<file path="config.mk">
export PLATFORM = sky130hd
export DESIGN_NAME = rst_seq_ctrl
export DESIGN_NICKNAME = d
export VERILOG_FILES = /design/src/rtl/rst_seq_pkg.sv /design/src/rtl/rst_seq_por.sv /design/src/rtl/rst_seq_tier_cnt.sv /design/src/rtl/rst_seq_fanout.sv /design/src/rtl/rst_seq_ctrl.sv
export SDC_FILE = /design/constraint.sdc
export NUM_CORES = 1
export LEC_CHECK = 0
export BUFFER_PORTS_ARGS = -buffer_cell sky130_fd_sc_hd__buf_2
export CAP_MARGIN = 20
export CORE_UTILIZATION = 47
export DETAILED_ROUTE_END_ITERATION = 8
export GPL_TIMING_DRIVEN = 0
export PLACE_DENSITY = 0.7
export SYNTH_ARGS = -nofsm -noshare
export SYNTH_HDL_FRONTEND = slang
export SYNTH_HIERARCHICAL = 1
export SYNTH_SLANG_ARGS = --single-unit
</file>
<file path="constraint.sdc">
create_clock -name clk -period 1.2 [get_ports clk]
set_input_delay 0.18 -clock clk [delete_from_list [all_inputs] [get_ports clk]]
set_output_delay 0.18 -clock clk [all_outputs]
set_load 0.005 [all_outputs]
</file>
<file path="src/rtl/rst_seq_pkg.sv">
package rst_seq_pkg;

  typedef enum logic [1:0] {
    TIER_BUS    = 2'd0,
    TIER_PERIPH = 2'd1,
    TIER_CPU    = 2'd2
  } tier_e;

  localparam int unsigned NUM_TIERS = 3;

  // Count value at which a tier is allowed to let go.
  function automatic int unsigned tier_threshold(input int unsigned tier,
                                                 input int unsigned gap);
    return tier * gap;
  endfunction

  // Bits needed to hold values 0..maxv.
  function automatic int unsigned cnt_width(input int unsigned maxv);
    return (maxv < 2) ? 1 : $clog2(maxv + 1);
  endfunction

  // A tier stays held while the sequencer holds or its threshold is unmet.
  function automatic logic tier_held(input logic        seq_hold,
                                     input int unsigned cnt,
                                     input int unsigned tier,
                                     input int unsigned gap);
    return seq_hold || (cnt < tier_threshold(tier, gap));
  endfunction

endpackage

</file>
<file path="src/rtl/rst_seq_por.sv">
module rst_seq_por #(
  parameter int unsigned POR_CYCLES = 16
) (
  input  logic clk,
  output logic por_busy
);
  import rst_seq_pkg::*;

  localparam int unsigned POR_W = cnt_width(POR_CYCLES);

  // Starts at zero from its initial value; no reset input.
  logic [POR_W-1:0] por_cnt = '0;

  always_ff @(posedge clk) begin
    if (por_cnt < POR_W'(POR_CYCLES)) por_cnt <= por_cnt + 1'b1;
  end

  assign por_busy = (por_cnt < POR_W'(POR_CYCLES));

  always_comb begin
    AST_POR_SATURATES: assert (por_cnt <= POR_W'(POR_CYCLES));
  end

endmodule

</file>
<file path="src/rtl/rst_seq_tier_cnt.sv">
module rst_seq_tier_cnt #(
  parameter int unsigned TIER_GAP = 16
) (
  input  logic                                               clk,
  input  logic                                               hold_in,
  input  logic                                               por_busy,
  output logic                                               seq_hold,
  output logic [rst_seq_pkg::cnt_width(2*TIER_GAP)-1:0]      rel_cnt,
  output logic [rst_seq_pkg::NUM_TIERS-1:0]                  tier_req
);
  import rst_seq_pkg::*;

  localparam int unsigned CNT_MAX = tier_threshold(NUM_TIERS - 1, TIER_GAP);
  localparam int unsigned CNT_W   = cnt_width(CNT_MAX);

  logic             hold_q = 1'b1;
  logic [CNT_W-1:0] cnt_q  = '0;

  always_ff @(posedge clk) begin
    if (hold_in) begin
      hold_q <= 1'b1;
      cnt_q  <= '0;
    end else begin
      hold_q <= 1'b0;
      if (!hold_q && (cnt_q < CNT_W'(CNT_MAX))) cnt_q <= cnt_q + 1'b1;
    end
  end

  assign seq_hold = hold_q;
  assign rel_cnt  = cnt_q;

  for (genvar t = 0; t < NUM_TIERS; t++) begin : g_tier
    assign tier_req[t] = tier_held(hold_q, 32'(cnt_q), t, TIER_GAP);
  end

  AST_CNT_BOUND: assert property (@(posedge clk) disable iff (por_busy)
    cnt_q <= CNT_W'(CNT_MAX));

  AST_HOLD_RESTARTS: assert property (@(posedge clk) disable iff (por_busy)
    hold_in |=> (hold_q && cnt_q == '0));

  AST_CNT_ADVANCES: assert property (@(posedge clk) disable iff (por_busy)
    (!hold_in && !hold_q && cnt_q < CNT_W'(CNT_MAX)) |=> cnt_q == $past(cnt_q) + 1'b1);

endmodule

</file>
<file path="src/rtl/rst_seq_fanout.sv">
module rst_seq_fanout #(
  parameter int unsigned COPIES     = 1,
  parameter bit          ACTIVE_LOW = 1'b0
) (
  input  logic              clk,
  input  logic              hold_req,
  output logic [COPIES-1:0] rst_out
);
  localparam logic ON_LVL = ACTIVE_LOW ? 1'b0 : 1'b1;

  for (genvar g = 0; g < COPIES; g++) begin : g_copy
    logic cp_q = ON_LVL;
    always_ff @(posedge clk) begin
      cp_q <= hold_req ? ON_LVL : ~ON_LVL;
    end
    assign rst_out[g] = cp_q;
  end

  always_comb begin
    AST_COPIES_AGREE: assert (($countones(rst_out) == 0) ||
                              ($countones(rst_out) == COPIES));
  end

endmodule

</file>
<file path="src/rtl/rst_seq_ctrl.sv">
module rst_seq_ctrl #(
  parameter int unsigned BUS_COPIES      = 1,
  parameter int unsigned IC_N_COPIES     = 1,
  parameter int unsigned PERIPH_COPIES   = 1,
  parameter int unsigned PERIPH_N_COPIES = 1,
  parameter int unsigned CPU_COPIES      = 1,
  parameter int unsigned TIER_GAP        = 16,
  parameter int unsigned POR_CYCLES      = 16
) (
  input  logic                       clk,
  input  logic                       ext_rst_req,
  input  logic                       clk_locked,
  output logic [BUS_COPIES-1:0]      bus_rst,
  output logic [IC_N_COPIES-1:0]     ic_rst_n,
  output logic [PERIPH_COPIES-1:0]   periph_rst,
  output logic [PERIPH_N_COPIES-1:0] periph_rst_n,
  output logic [CPU_COPIES-1:0]      cpu_rst
);
  import rst_seq_pkg::*;

  localparam int unsigned CNT_W = cnt_width(2 * TIER_GAP);

  logic                 por_busy;
  logic                 hold_all;
  logic                 seq_hold;
  logic [CNT_W-1:0]     rel_cnt;
  logic [NUM_TIERS-1:0] tier_req;

  rst_seq_por #(.POR_CYCLES(POR_CYCLES)) u_por (
    .clk      (clk),
    .por_busy (por_busy)
  );

  assign hold_all = por_busy | ext_rst_req | ~clk_locked;

  rst_seq_tier_cnt #(.TIER_GAP(TIER_GAP)) u_cnt (
    .clk      (clk),
    .hold_in  (hold_all),
    .por_busy (por_busy),
    .seq_hold (seq_hold),
    .rel_cnt  (rel_cnt),
    .tier_req (tier_req)
  );

  rst_seq_fanout #(.COPIES(BUS_COPIES), .ACTIVE_LOW(1'b0)) u_bus (
    .clk (clk), .hold_req (tier_req[TIER_BUS]), .rst_out (bus_rst));

  rst_seq_fanout #(.COPIES(IC_N_COPIES), .ACTIVE_LOW(1'b1)) u_ic_n (
    .clk (clk), .hold_req (tier_req[TIER_BUS]), .rst_out (ic_rst_n));

  rst_seq_fanout #(.COPIES(PERIPH_COPIES), .ACTIVE_LOW(1'b0)) u_per (
    .clk (clk), .hold_req (tier_req[TIER_PERIPH]), .rst_out (periph_rst));

  rst_seq_fanout #(.COPIES(PERIPH_N_COPIES), .ACTIVE_LOW(1'b1)) u_per_n (
    .clk (clk), .hold_req (tier_req[TIER_PERIPH]), .rst_out (periph_rst_n));

  rst_seq_fanout #(.COPIES(CPU_COPIES), .ACTIVE_LOW(1'b0)) u_cpu (
    .clk (clk), .hold_req (tier_req[TIER_CPU]), .rst_out (cpu_rst));

  AST_REQ_ASSERTS_ALL: assert property (@(posedge clk) disable iff (por_busy)
    ext_rst_req |=> ##1 (bus_rst[0] && periph_rst[0] && cpu_rst[0]));

  AST_SAME_EDGE: assert property (@(posedge clk) disable iff (por_busy)
    $rose(bus_rst[0]) |-> (periph_rst[0] && cpu_rst[0] && !ic_rst_n[0]));

  AST_BUS_FIRST: assert property (@(posedge clk) disable iff (por_busy)
    $fell(seq_hold) |=> (!bus_rst[0] && periph_rst[0] && cpu_rst[0]));

  AST_PERIPH_AFTER_BUS: assert property (@(posedge clk) disable iff (por_busy)
    !periph_rst[0] |-> !bus_rst[0]);

  AST_CPU_AFTER_PERIPH: assert property (@(posedge clk) disable iff (por_busy)
    !cpu_rst[0] |-> !periph_rst[0]);

  AST_LOCK_HOLDS: assert property (@(posedge clk) disable iff (por_busy)
    !clk_locked |=> ##1 (bus_rst[0] && periph_rst[0] && cpu_rst[0]));

  AST_POLARITY_PAIR: assert property (@(posedge clk)
    (bus_rst[0] != ic_rst_n[0]) && (periph_rst[0] != periph_rst_n[0]));

endmodule

</file>
==> results of run 1 <==
==> stage by stage <==
step | std cells | util, %
2_1_floorplan | 52 | -
3_3_place_gp | 73 | 57.5
3_5_place_dp | 73 | 57.5
4_1_cts | 77 | 60.5
5_1_grt | 81 | 64.3
6_report | 81 | 64.3
==> flip-flops by register name, indices dropped and copies added, names as in the netlist <==
name / count
u_ic_n/rst_out: 1
u_per/rst_out: 1
u_per_n/rst_out: 1
u_por/por_cnt: 5
u_cpu/rst_out: 1
u_cnt/rel_cnt: 6
u_cnt/seq_hold: 1
u_bus/rst_out: 1
==> worst max path at each step <==
| stage | startpoint | to | slack [ns] | depth (start not counted) |
|---|---|---|---|---|
| global route | u_cnt/rel_cnt[1] | u_cnt/rel_cnt[4] | -0.02 | 4 |
| detailed placement | u_por/por_cnt[4] | u_cnt/rel_cnt[5] | -0.10 | 3 |
| CTS | u_por/por_cnt[4] | u_cnt/rel_cnt[5] | -0.01 | 3 |
| global placement | u_por/por_cnt[4] | u_cnt/rel_cnt[5] | -0.09 | 3 |
| floorplan | u_cnt/rel_cnt[0] | u_cnt/rel_cnt[4] | 0.03 | 4 |
| finish | u_por/por_cnt[4] | u_cnt/rel_cnt[5] | 0.02 | 3 |
==> timing repair <==
action	4_1_cts	5_1_grt
endpoints found under the setup margin	6	3
buffers inserted	0	4
pin swaps	0	1
resized for setup	3	4
==> routing by layer <==
layer  up-vias  wire, um  share of wire, %  GRT usage, %
met2        11       428                45          22.9
li1        207         -                 -             -
met4         0        44               4.7          18.1
met1       194       415                44          18.4
met3         5        57               6.0          10.5
met5         -         0                 0             0
==> kinds of logic (layout without fill, tap and decap cells) <==
| group | after synthesis | in the layout | synth area share (%) |
|---|---|---|---|
| and+or+nand+nor | 14 | 14 | 13.1 |
| AOI/OAI and AO/OA | 8 | 8 | 8.67 |
| buffers and inverters | 6 | 21 | 4.23 |
| xor gates and xnor gates | 5 | 5 | 7.06 |
| adders and majority gates | 2 | 2 | 4.03 |
| DFF | 17 | 17 | 62.9 |
==> cell usage in the layout (no fill, tap or decap), types with 2 or more instances in the layout <==
cell,synthesis,routed
dfxtp_2,0,2
clkbuf_4,0,3
nand2_1,2,2
nand3_1,2,2
a21oi_1,3,3
dfxtp_1,12,10
xnor2_1,4,4
inv_1,5,4
edfxtp_1,5,5
ha_1,2,2
buf_4,1,5
nor2_1,3,3
buf_2,0,7
==> critical path: stages, from the launching register on <==
cell and delay [ns]:
edfxtp_1 0.39, inv_2 0.07, or3b_4 0.44, o21ba_4 0.23
==> report_power, final <==
group	internal, mW	switching [mW]
clock network	0.124	0.184
registers	0.594	0.00706
logic	0.0140	0.00963
==> cell type report <==
cell class	instances	area (um^2)
Tap cell	14	17.5
Sequential cell	17	393
Timing Repair Buffer	11	65.1
Clock inverter	1	5.00
Buffer	1	7.51
Fill cell	101	418
Inverter	5	18.8
Clock buffer	3	22.5
Multi-Input combinational cell	29	224
==> results.py, run 1 <==
metrics = {
    "run_status": {
        "run_status": "completed",
    },
    "place": {
        "place.gp.congestion": 0.702,
        "portBuffers": 7,
        "placed_area_um2": 673,
        "place_hpwl_um": 556,
        "place_ws_ns": -0.104,
    },
    "cells_and_area": {
        "drive_above_1_share_pct": 35.8,
        "diodes": 0,
        "final_area_um2": 753,
        "syn2layout_area_growth_pct": 21.4,
        "fin_nets": 73,
    },
    "logic_synthesis": {
        "synthesis.nets": 57,
        "synth.area.top_cells": "dfxtp_1 (39%), edfxtp_1 (24%), xnor2_1 (5.6%), ha_1 (4.0%), inv_1 (3.0%)",
        "synthesis.area_um2": 621,
        "synth_top_area_share_pct": 38.7,
        "synth_most_common_cell": "dfxtp_1",
        "syn_inst": 52,
        "synth.distinct_cells": 23,
        "yosysWarnings": 6,
        "synth-seq-cells": 17,
        "synth_commonest_cells": "dfxtp_1 (12), edfxtp_1 (5), inv_1 (5)",
        "synth_edf_count": 5,
        "yosys.area.top_type": "dfxtp_1",
        "async_flop_share_pct": 0,
        "synth_ff_type": "dfxtp_1",
        "avgSynthCellArea_um2": 11.9,
        "seq_area_frac_synth_pct": 62.9,
    },
    "sta": {
        "post-route-min-period_ns": 1.18,
        "fin_ws_ns": 0.0202,
        "finalMaxSlewViolations": 0,
        "fmax_ghz": 0.848,
        "holdWs_ns": 0.154,
        "tns_ns": 0,
        "setup_viol": 0,
        "relSlewSlack_pct": 77.6,
        "finalHoldViolCount": 0,
        "clock_skew_ns": 0.00580,
        "timing.final.crit_share_pct": 98.3,
        "worst_pin_slew_ns": 0.335,
    },
    "floorplan": {
        "initial_core_util_pct": 53.0,
        "die_area_mm2": 0.00147,
        "die_y_um": 38.3,
        "fp-row-count": 12,
        "fp.dieW_um": 38.3,
        "io_pins": 8,
        "core_area_mm2": 0.00117,
    },
    "worst_setup_path": {
        "r2r-end": "u_cnt/rel_cnt[5]",
        "worst_setup_path_start_kind": "register",
        "critPathRequiredTime_ns": 1.45,
        "worstPathMaxFanout": 7,
        "cp.arrival_ns": 1.43,
        "reg2reg_depth": 3,
        "crit_type": "register to register",
        "regToRegSetupSlack_ns": 0.02,
        "reg2reg_from": "u_por/por_cnt[4]",
        "cp-end-kind": "register",
    },
    "hold_path": {
        "hold_end": "u_cnt/seq_hold",
        "hp-start": "ext_rst_req",
        "hold_class": "input port to register",
        "hold_depth": 2,
    },
    "global_route": {
        "grt_pass1_wl_mm": 1.51,
        "grt_max_degree": 11,
        "grt_pass1_vias": 354,
        "grt_use_total_pct": 17.5,
        "grt_overflow": 0,
        "antenna_found_initial": 0,
    },
    "clock_network": {
        "h-tree-depth": 1,
        "cts_buffer_depth": 2,
        "cts_tree": "built",
        "root_buffer": "clkbuf_4",
        "cts.sinks": 17,
        "clkTransAtPathRegs_ns": 0.10,
        "cts_buffers": 3,
        "clk_latency_ns": 0.30,
        "hold_buffers": 0,
    },
    "detailed_routing": {
        "drcViolationCount": 0,
        "firstDrtPassIters": 4,
        "wl_per_cell_um": 11.7,
        "drtAntennaViolNets": 0,
        "via_per_inst": 5.15,
        "dr.first_iter.drc_count": 11,
        "wl_um": 946,
        "vias": 417,
    },
    "power_and_ir_drop": {
        "finalPower_uw": 933,
        "pwr_density_cell_mw_per_mm2": 1240,
        "ir_drop_mv": 1.07,
        "power_leakage_nw": 0.313,
    },
    "flow_run": {
        "maxCapViolations": 0,
    },
}
(Power assumes the default switching activity.)
==> run 2: changes to the inputs <==
- CORE_UTILIZATION: 47 -> 46
- PLACE_DENSITY: 0.7 -> 0.68
- RECOVER_POWER: unset -> 100
- SYNTH_HIERARCHICAL: 1 -> unset
- TNS_END_PERCENT: unset -> 100
==> run 2 against run 1 <==
Compared with the run above:
- critical endpoint is now u_cnt.rel_cnt[4]
- synthesized area fell by 2.8%
- sequential cell count stayed put
- critical path depth up 1
- worst setup slack lost 0.16 ns
- clock skew down 0.0037 ns
- largest cell class unchanged
- clock power decreased by 8.7%
- via count decreased by 4.6%
- register-to-register slack got worse by 0.16 ns
- highest routed layer unchanged
- critical path type unchanged
- count of clock-buffer cells in the layout up 1
- the flow now finishes with violations (negative setup slack)
- synthesized cell count unchanged
==> results.py, run 2 <==
metrics = {
    "run_status": {
        "run_status": "finished with violations",
        "violations": "negative setup slack",
    },
    "detailed_routing": {
        "wl_per_cell_um": 10.6,
        "firstDrtPassIters": 4,
        "highest_layer": "met4",
        "drtAntennaViolNets": 0,
        "via_per_inst": 4.98,
        "wl_um": 845,
        "vias": 398,
        "dr_wl_met2_um": 359,
        "drcViolationCount": 0,
        "m1WireLength_um": 431,
        "routed-wl-met3_um": 42,
        "dr.first_iter.drc_count": 4,
    },
    "logic_synthesis": {
        "synth.area.top_cells": "dfxtp_1 (40%), edfxtp_1 (25%), xnor2_1 (4.4%), ha_1 (4.1%), xor2_1 (2.9%)",
        "synth_ff_type": "dfxtp_1",
        "syn_inst": 52,
        "synthesis.nets": 57,
        "synth_edf_count": 5,
        "synth_most_common_cell": "dfxtp_1",
        "synth-seq-cells": 17,
        "synthesis.area_um2": 603,
        "yosys.area.top_type": "dfxtp_1",
        "synth_top_area_share_pct": 39.8,
        "synth_commonest_cells": "dfxtp_1 (12), edfxtp_1 (5), inv_1 (4), nand2_1 (4), nor2_1 (4)",
        "synth.distinct_cells": 17,
        "async_flop_share_pct": 0,
        "avgSynthCellArea_um2": 11.6,
        "seq_area_frac_synth_pct": 64.7,
        "yosysWarnings": 0,
    },
    "sta": {
        "setup_viol": 1,
        "finalHoldViolCount": 0,
        "fin_ws_ns": -0.135,
        "holdWs_ns": 0.298,
        "post-route-min-period_ns": 1.33,
        "relSlewSlack_pct": 80.8,
        "finalMaxSlewViolations": 0,
        "clock_skew_ns": 0.00209,
        "tns_ns": -0.135,
        "fmax_ghz": 0.749,
        "worst_pin_slew_ns": 0.288,
        "timing.final.crit_share_pct": 111,
        "rsz0062_at_grt": "yes",
    },
    "worst_setup_path": {
        "reg2reg_depth": 4,
        "crit_type": "register to register",
        "worst_setup_path_start_kind": "register",
        "critical_path.cell_chain": "ha_1, or3b_4, or3_1, a21oi_1",
        "r2r-end": "u_cnt.rel_cnt[4]",
        "cp.arrival_ns": 1.54,
        "regToRegSetupSlack_ns": -0.13,
        "reg2reg_from": "u_cnt.rel_cnt[0]",
        "slowest_delay_ns": 0.39,
        "crit_path_top_delay_cell": "or3b_4",
        "cp-end-kind": "register",
        "worstPathMaxFanout": 3,
        "critPathRequiredTime_ns": 1.41,
    },
    "clock_network": {
        "clkTransAtPathRegs_ns": 0.09,
        "cts_buffers": 3,
        "clk_latency_ns": 0.27,
        "hold_buffers": 0,
        "cts_tree": "built",
        "cts.sinks": 17,
        "cts_buffer_depth": 2,
        "h-tree-depth": 1,
        "root_buffer": "clkbuf_4",
    },
    "global_route": {
        "antenna_found_initial": 0,
        "grt_use_total_pct": 15.8,
        "grt_pass1_vias": 344,
        "grt_pass1_wl_mm": 1.49,
        "grt_overflow": 0,
        "grt_max_degree": 10,
    },
    "place": {
        "place_hpwl_um": 618,
        "portBuffers": 7,
        "placed_area_um2": 658,
        "place.gp.congestion": 0.748,
    },
    "cells_and_area": {
        "syn2layout_area_growth_pct": 18.5,
        "final_area_um2": 714,
        "largest_register_ffs": 6,
        "diodes": 0,
        "drive_above_1_share_pct": 28.8,
        "fill_cells": 92,
        "layout_commonest_cell": "dfxtp_1",
        "final_cell_mix": "dfxtp_1 (8), buf_2 (7), edfxtp_1 (5)",
        "fin_nets": 72,
    },
    "flow_run": {
        "maxCapViolations": 0,
    },
    "hold_path": {
        "hold_end": "u_cnt.seq_hold",
        "hold_class": "input port to register",
        "hp-start": "ext_rst_req",
        "hold_depth": 2,
    },
    "power_and_ir_drop": {
        "pwr_density_cell_mw_per_mm2": 1220,
        "ir_drop_mv": 0.539,
        "power_leakage_nw": 0.294,
    },
    "floorplan": {
        "fp.dieW_um": 38.2,
        "io_pins": 8,
        "die_y_um": 38.2,
        "core_area_mm2": 0.00116,
        "initial_core_util_pct": 52.2,
        "die_area_mm2": 0.00146,
        "fp-row-count": 12,
    },
}
## run 2: final cells by class
cell class / count / area (um^2) / share of cell area [%]
clock buffer: 4 / 26.3 / 3.68
sequential: 17 / 398 / 55.7
tap: 14 / 17.5 / 2.45
multi-input combinational: 31 / 200 / 28.0
inverter: 4 / 15.0 / 2.10
timing repair buffer: 10 / 57.6 / 8.06
## run 2: what timing repair did
action	in CTS	in global routing
gates resized for setup	0	4
endpoints found under the setup margin	1	2
buffers inserted	2	1
## run 2: worst max-delay path, delay by kind of cell, from the launching register on
| family | cells | cell delay [ns] |
|---|---|---|
| AND/OR/NAND/NOR | 2 | 0.70 |
| AO/OA/AOI/OAI | 1 | 0.12 |
| flip-flops | 1 | 0.33 |
| adder cells (fa/ha/maj) | 1 | 0.13 |
## run 2: logic make-up after synthesis
family | after synthesis | share of synthesized area [%]
xor gates and xnor gates | 5 | 7.26
AOI/OAI and AO/OA | 7 | 6.02
buffers and inverters | 4 | 2.49
adders and majority gates | 2 | 4.15
DFF | 17 | 64.7
and+or+nand+nor | 17 | 15.4
## run 2: where the power goes
part	switching, mW	leakage [nW]	internal, mW	total [mW]
Clock	0.154	0.0150	0.129	0.282
Combinational	0.000871	0.123	0.00272	0.00359
Sequential	0	0.156	0.584	0.584
Total	0.155	0.294	0.716	0.870
## run 2: routing by layer
layer	track usage [%]	vias to the layer above
li1	-	205
met1	22.0	180
met2	20.3	11
met3	5.23	2
met4	10.7	0
met5	0	-
## run 2: worst max-delay path by stage
stage                     start               end  slack [ns]
3_5_place_dp   u_cnt.rel_cnt[0]  u_cnt.rel_cnt[4]       -0.16
2_1_floorplan  u_cnt.rel_cnt[0]  u_cnt.rel_cnt[4]       -0.11
3_3_place_gp   u_cnt.rel_cnt[0]  u_cnt.rel_cnt[4]       -0.14
5_1_grt        u_cnt.rel_cnt[0]  u_cnt.rel_cnt[4]       -0.16
6_report       u_cnt.rel_cnt[0]  u_cnt.rel_cnt[4]       -0.13
4_1_cts        u_cnt.rel_cnt[1]  u_cnt.rel_cnt[4]       -0.14
## run 2: metrics by stage
stage	std cells	setup WS, ns	utilization [%]	power (mW)
floorplan	52	-0.108	-	0.600
global placement	73	-0.136	56.9	0.604
detailed placement	73	-0.163	56.9	0.604
CTS	79	-0.145	60.5	0.889
global route	80	-0.157	61.8	0.925
finish	80	-0.135	61.8	0.870
==> run 3: changes to the inputs <==
- CAP_MARGIN: 20 -> 30
- CORE_UTILIZATION: 46 -> 47
- PLACE_DENSITY: 0.68 -> 0.7
- SYNTH_HIERARCHICAL: unset -> 1
==> run 3 against run 2 <==
Compared with the run above:
- the flow now finishes without violations
- global-route usage is 1.7 points higher
- count of clock-buffer cells in the layout shrank 1
- die area up 0.66%
- largest cell class unchanged
- sequential cell count did not move
- cell area rose by 4.9%
- clock power increased by 9.6%
- critical path depth decreased by 1
- worst setup slack better by 0.16 ns
- cell count grew 1.3%
- routed wire length grew 12%
- via count up 4.8%
- worst hold slack worse by 0.14 ns
- highest routed layer unchanged
- critical path type unchanged
==> results.py, run 3 (synthesis gave the netlist of run 1 again) <==
metrics = {
    "run_status": {
        "run_status": "completed",
    },
    "sta": {
        "fmax_ghz": 0.848,
        "finalMaxSlewViolations": 0,
        "post-route-min-period_ns": 1.18,
        "timing.final.crit_share_pct": 98.3,
        "tns_ns": 0,
        "relSlewSlack_pct": 77.8,
        "setup_viol": 0,
        "worst_pin_slew_ns": 0.333,
        "clock_skew_ns": 0.00586,
        "finalHoldViolCount": 0,
    },
    "place": {
        "portBuffers": 7,
        "placed_cells": 73,
        "place_hpwl_um": 556,
        "place.gp.congestion": 0.702,
    },
    "global_route": {
        "grtUsageMet1_pct": 18.4,
        "global_route.usage.met2_pct": 22.9,
        "antenna_found_initial": 0,
        "grt-busiest-layer": "met2",
        "grt_pass1_vias": 354,
        "grt_use_total_pct": 17.5,
        "grt_overflow": 0,
        "use_met3_pct": 10.5,
        "grt_pass1_wl_mm": 1.51,
        "grt_max_degree": 11,
    },
    "detailed_routing": {
        "dr.first_iter.drc_count": 11,
        "via_per_inst": 5.15,
        "drtAntennaViolNets": 0,
        "wl_per_cell_um": 11.7,
        "vias": 417,
        "firstDrtPassIters": 4,
        "wl_um": 947,
        "drcViolationCount": 0,
    },
    "floorplan": {
        "initial_core_util_pct": 53.0,
        "core_area_mm2": 0.00117,
        "die_y_um": 38.3,
        "io_pins": 8,
        "die_area_mm2": 0.00147,
        "fp-row-count": 12,
        "fp.dieW_um": 38.3,
    },
    "power_and_ir_drop": {
        "internal_power_uw": 731,
        "swShare_pct": 21.6,
        "pwr_density_cell_mw_per_mm2": 1240,
        "ir_drop_mv": 1.07,
        "power_frac_seq_pct": 64.5,
        "finalPower_uw": 932,
        "combPwrFrac_pct": 2.4,
        "p_clk_share_pct": 33.1,
        "netSwitchingPower_uw": 201,
        "power_leakage_nw": 0.310,
    },
    "cells_and_area": {
        "diodes": 0,
        "fin_nets": 73,
        "final_cell_mix": "dfxtp_1 (10), buf_2 (7), edfxtp_1 (5)",
        "final_util_pct": 64.0,
        "layout_commonest_cell": "dfxtp_1",
        "largest_register_ffs": 6,
        "syn2layout_area_growth_pct": 20.8,
        "drive_above_1_share_pct": 34.3,
        "instances_no_fill": 81,
    },
    "clock_network": {
        "cts_buffer_depth": 2,
        "h-tree-depth": 1,
        "cts_buffers": 3,
        "root_buffer": "clkbuf_4",
        "cts.sinks": 17,
        "cts_tree": "built",
        "clk_latency_ns": 0.30,
        "clkTransAtPathRegs_ns": 0.10,
        "hold_buffers": 0,
    },
    "flow_run": {
        "maxCapViolations": 0,
    },
    "hold_path": {
        "hold_class": "input port to register",
    },
    "worst_setup_path": {
        "worst_setup_path_start_kind": "register",
        "worstPathMaxFanout": 7,
        "regToRegSetupSlack_ns": 0.02,
        "critPathRequiredTime_ns": 1.45,
        "cp-end-kind": "register",
        "crit_type": "register to register",
        "cp.arrival_ns": 1.43,
    },
}
## run 3: cell count changes in the layout (fill, tap and decap cells not counted), moves of 2 or more
| cell | before | now |
|---|---|---|
| or3_1 | 2 | 0 |
| dfxtp_1 | 8 | 10 |
| o21ai_0 | 3 | 1 |
| nand2_1 | 4 | 2 |
## run 3: layout make-up
class                      instances  area [um^2]
tap                               14         17.5
sequential                        17          393
multi-input combinational         29          224
clock buffer                       3         22.5
timing repair buffer              11         65.1
fill                             103          422
buffer                             1         3.75
inverter                           5         18.8
clock inverter                     1         5.00
## run 3: worst paths after layout
check                    from                to  cells after the start
min               ext_rst_req    u_cnt/seq_hold                      2
max          u_por/por_cnt[4]  u_cnt/rel_cnt[5]                      3
max reg2reg  u_por/por_cnt[4]  u_cnt/rel_cnt[5]                      3
min reg2reg  u_cnt/rel_cnt[4]     u_per/rst_out                      1
## run 3: layer usage
layer	wire, um	vias to the layer above
li1	-	207
met1	418	194
met2	427	11
met3	57	5
met4	44	0
met5	0	-
## run 3: what timing repair did
action                     in CTS  in global routing
setup buffers                   0                  4
setup endpoints to repair       6                  3
resized for setup               3                  4
pin swaps                       0                  1
## run 3: worst max-delay path, stage by stage, from the launching register on
cell and delay [ns]:
edfxtp_1 0.39, inv_2 0.07, or3b_4 0.44, o21ba_4 0.23
## run 3: metrics by stage
step | hold WS [ns] | setup slack (ns) | instance area [um^2]
floorplan | 0.397 | 0.0267 | 621
global placement | 0.470 | -0.0861 | 673
detailed placement | 0.481 | -0.104 | 673
CTS | 0.136 | -0.00987 | 708
global route | 0.144 | -0.0250 | 749
finish | 0.154 | 0.0202 | 749
## run 3: power groups by stage
| stage | combinational, mW | clock (mW) | sequential [mW] |
|---|---|---|---|
| 2_1_floorplan | 0.0124 | 0 | 0.612 |
| 3_3_place_gp | 0.0204 | 0 | 0.613 |
| 3_5_place_dp | 0.0209 | 0 | 0.613 |
| 4_1_cts | 0.0228 | 0.327 | 0.601 |
| 5_1_grt | 0.0251 | 0.350 | 0.603 |
| 6_report | 0.0223 | 0.309 | 0.601 |
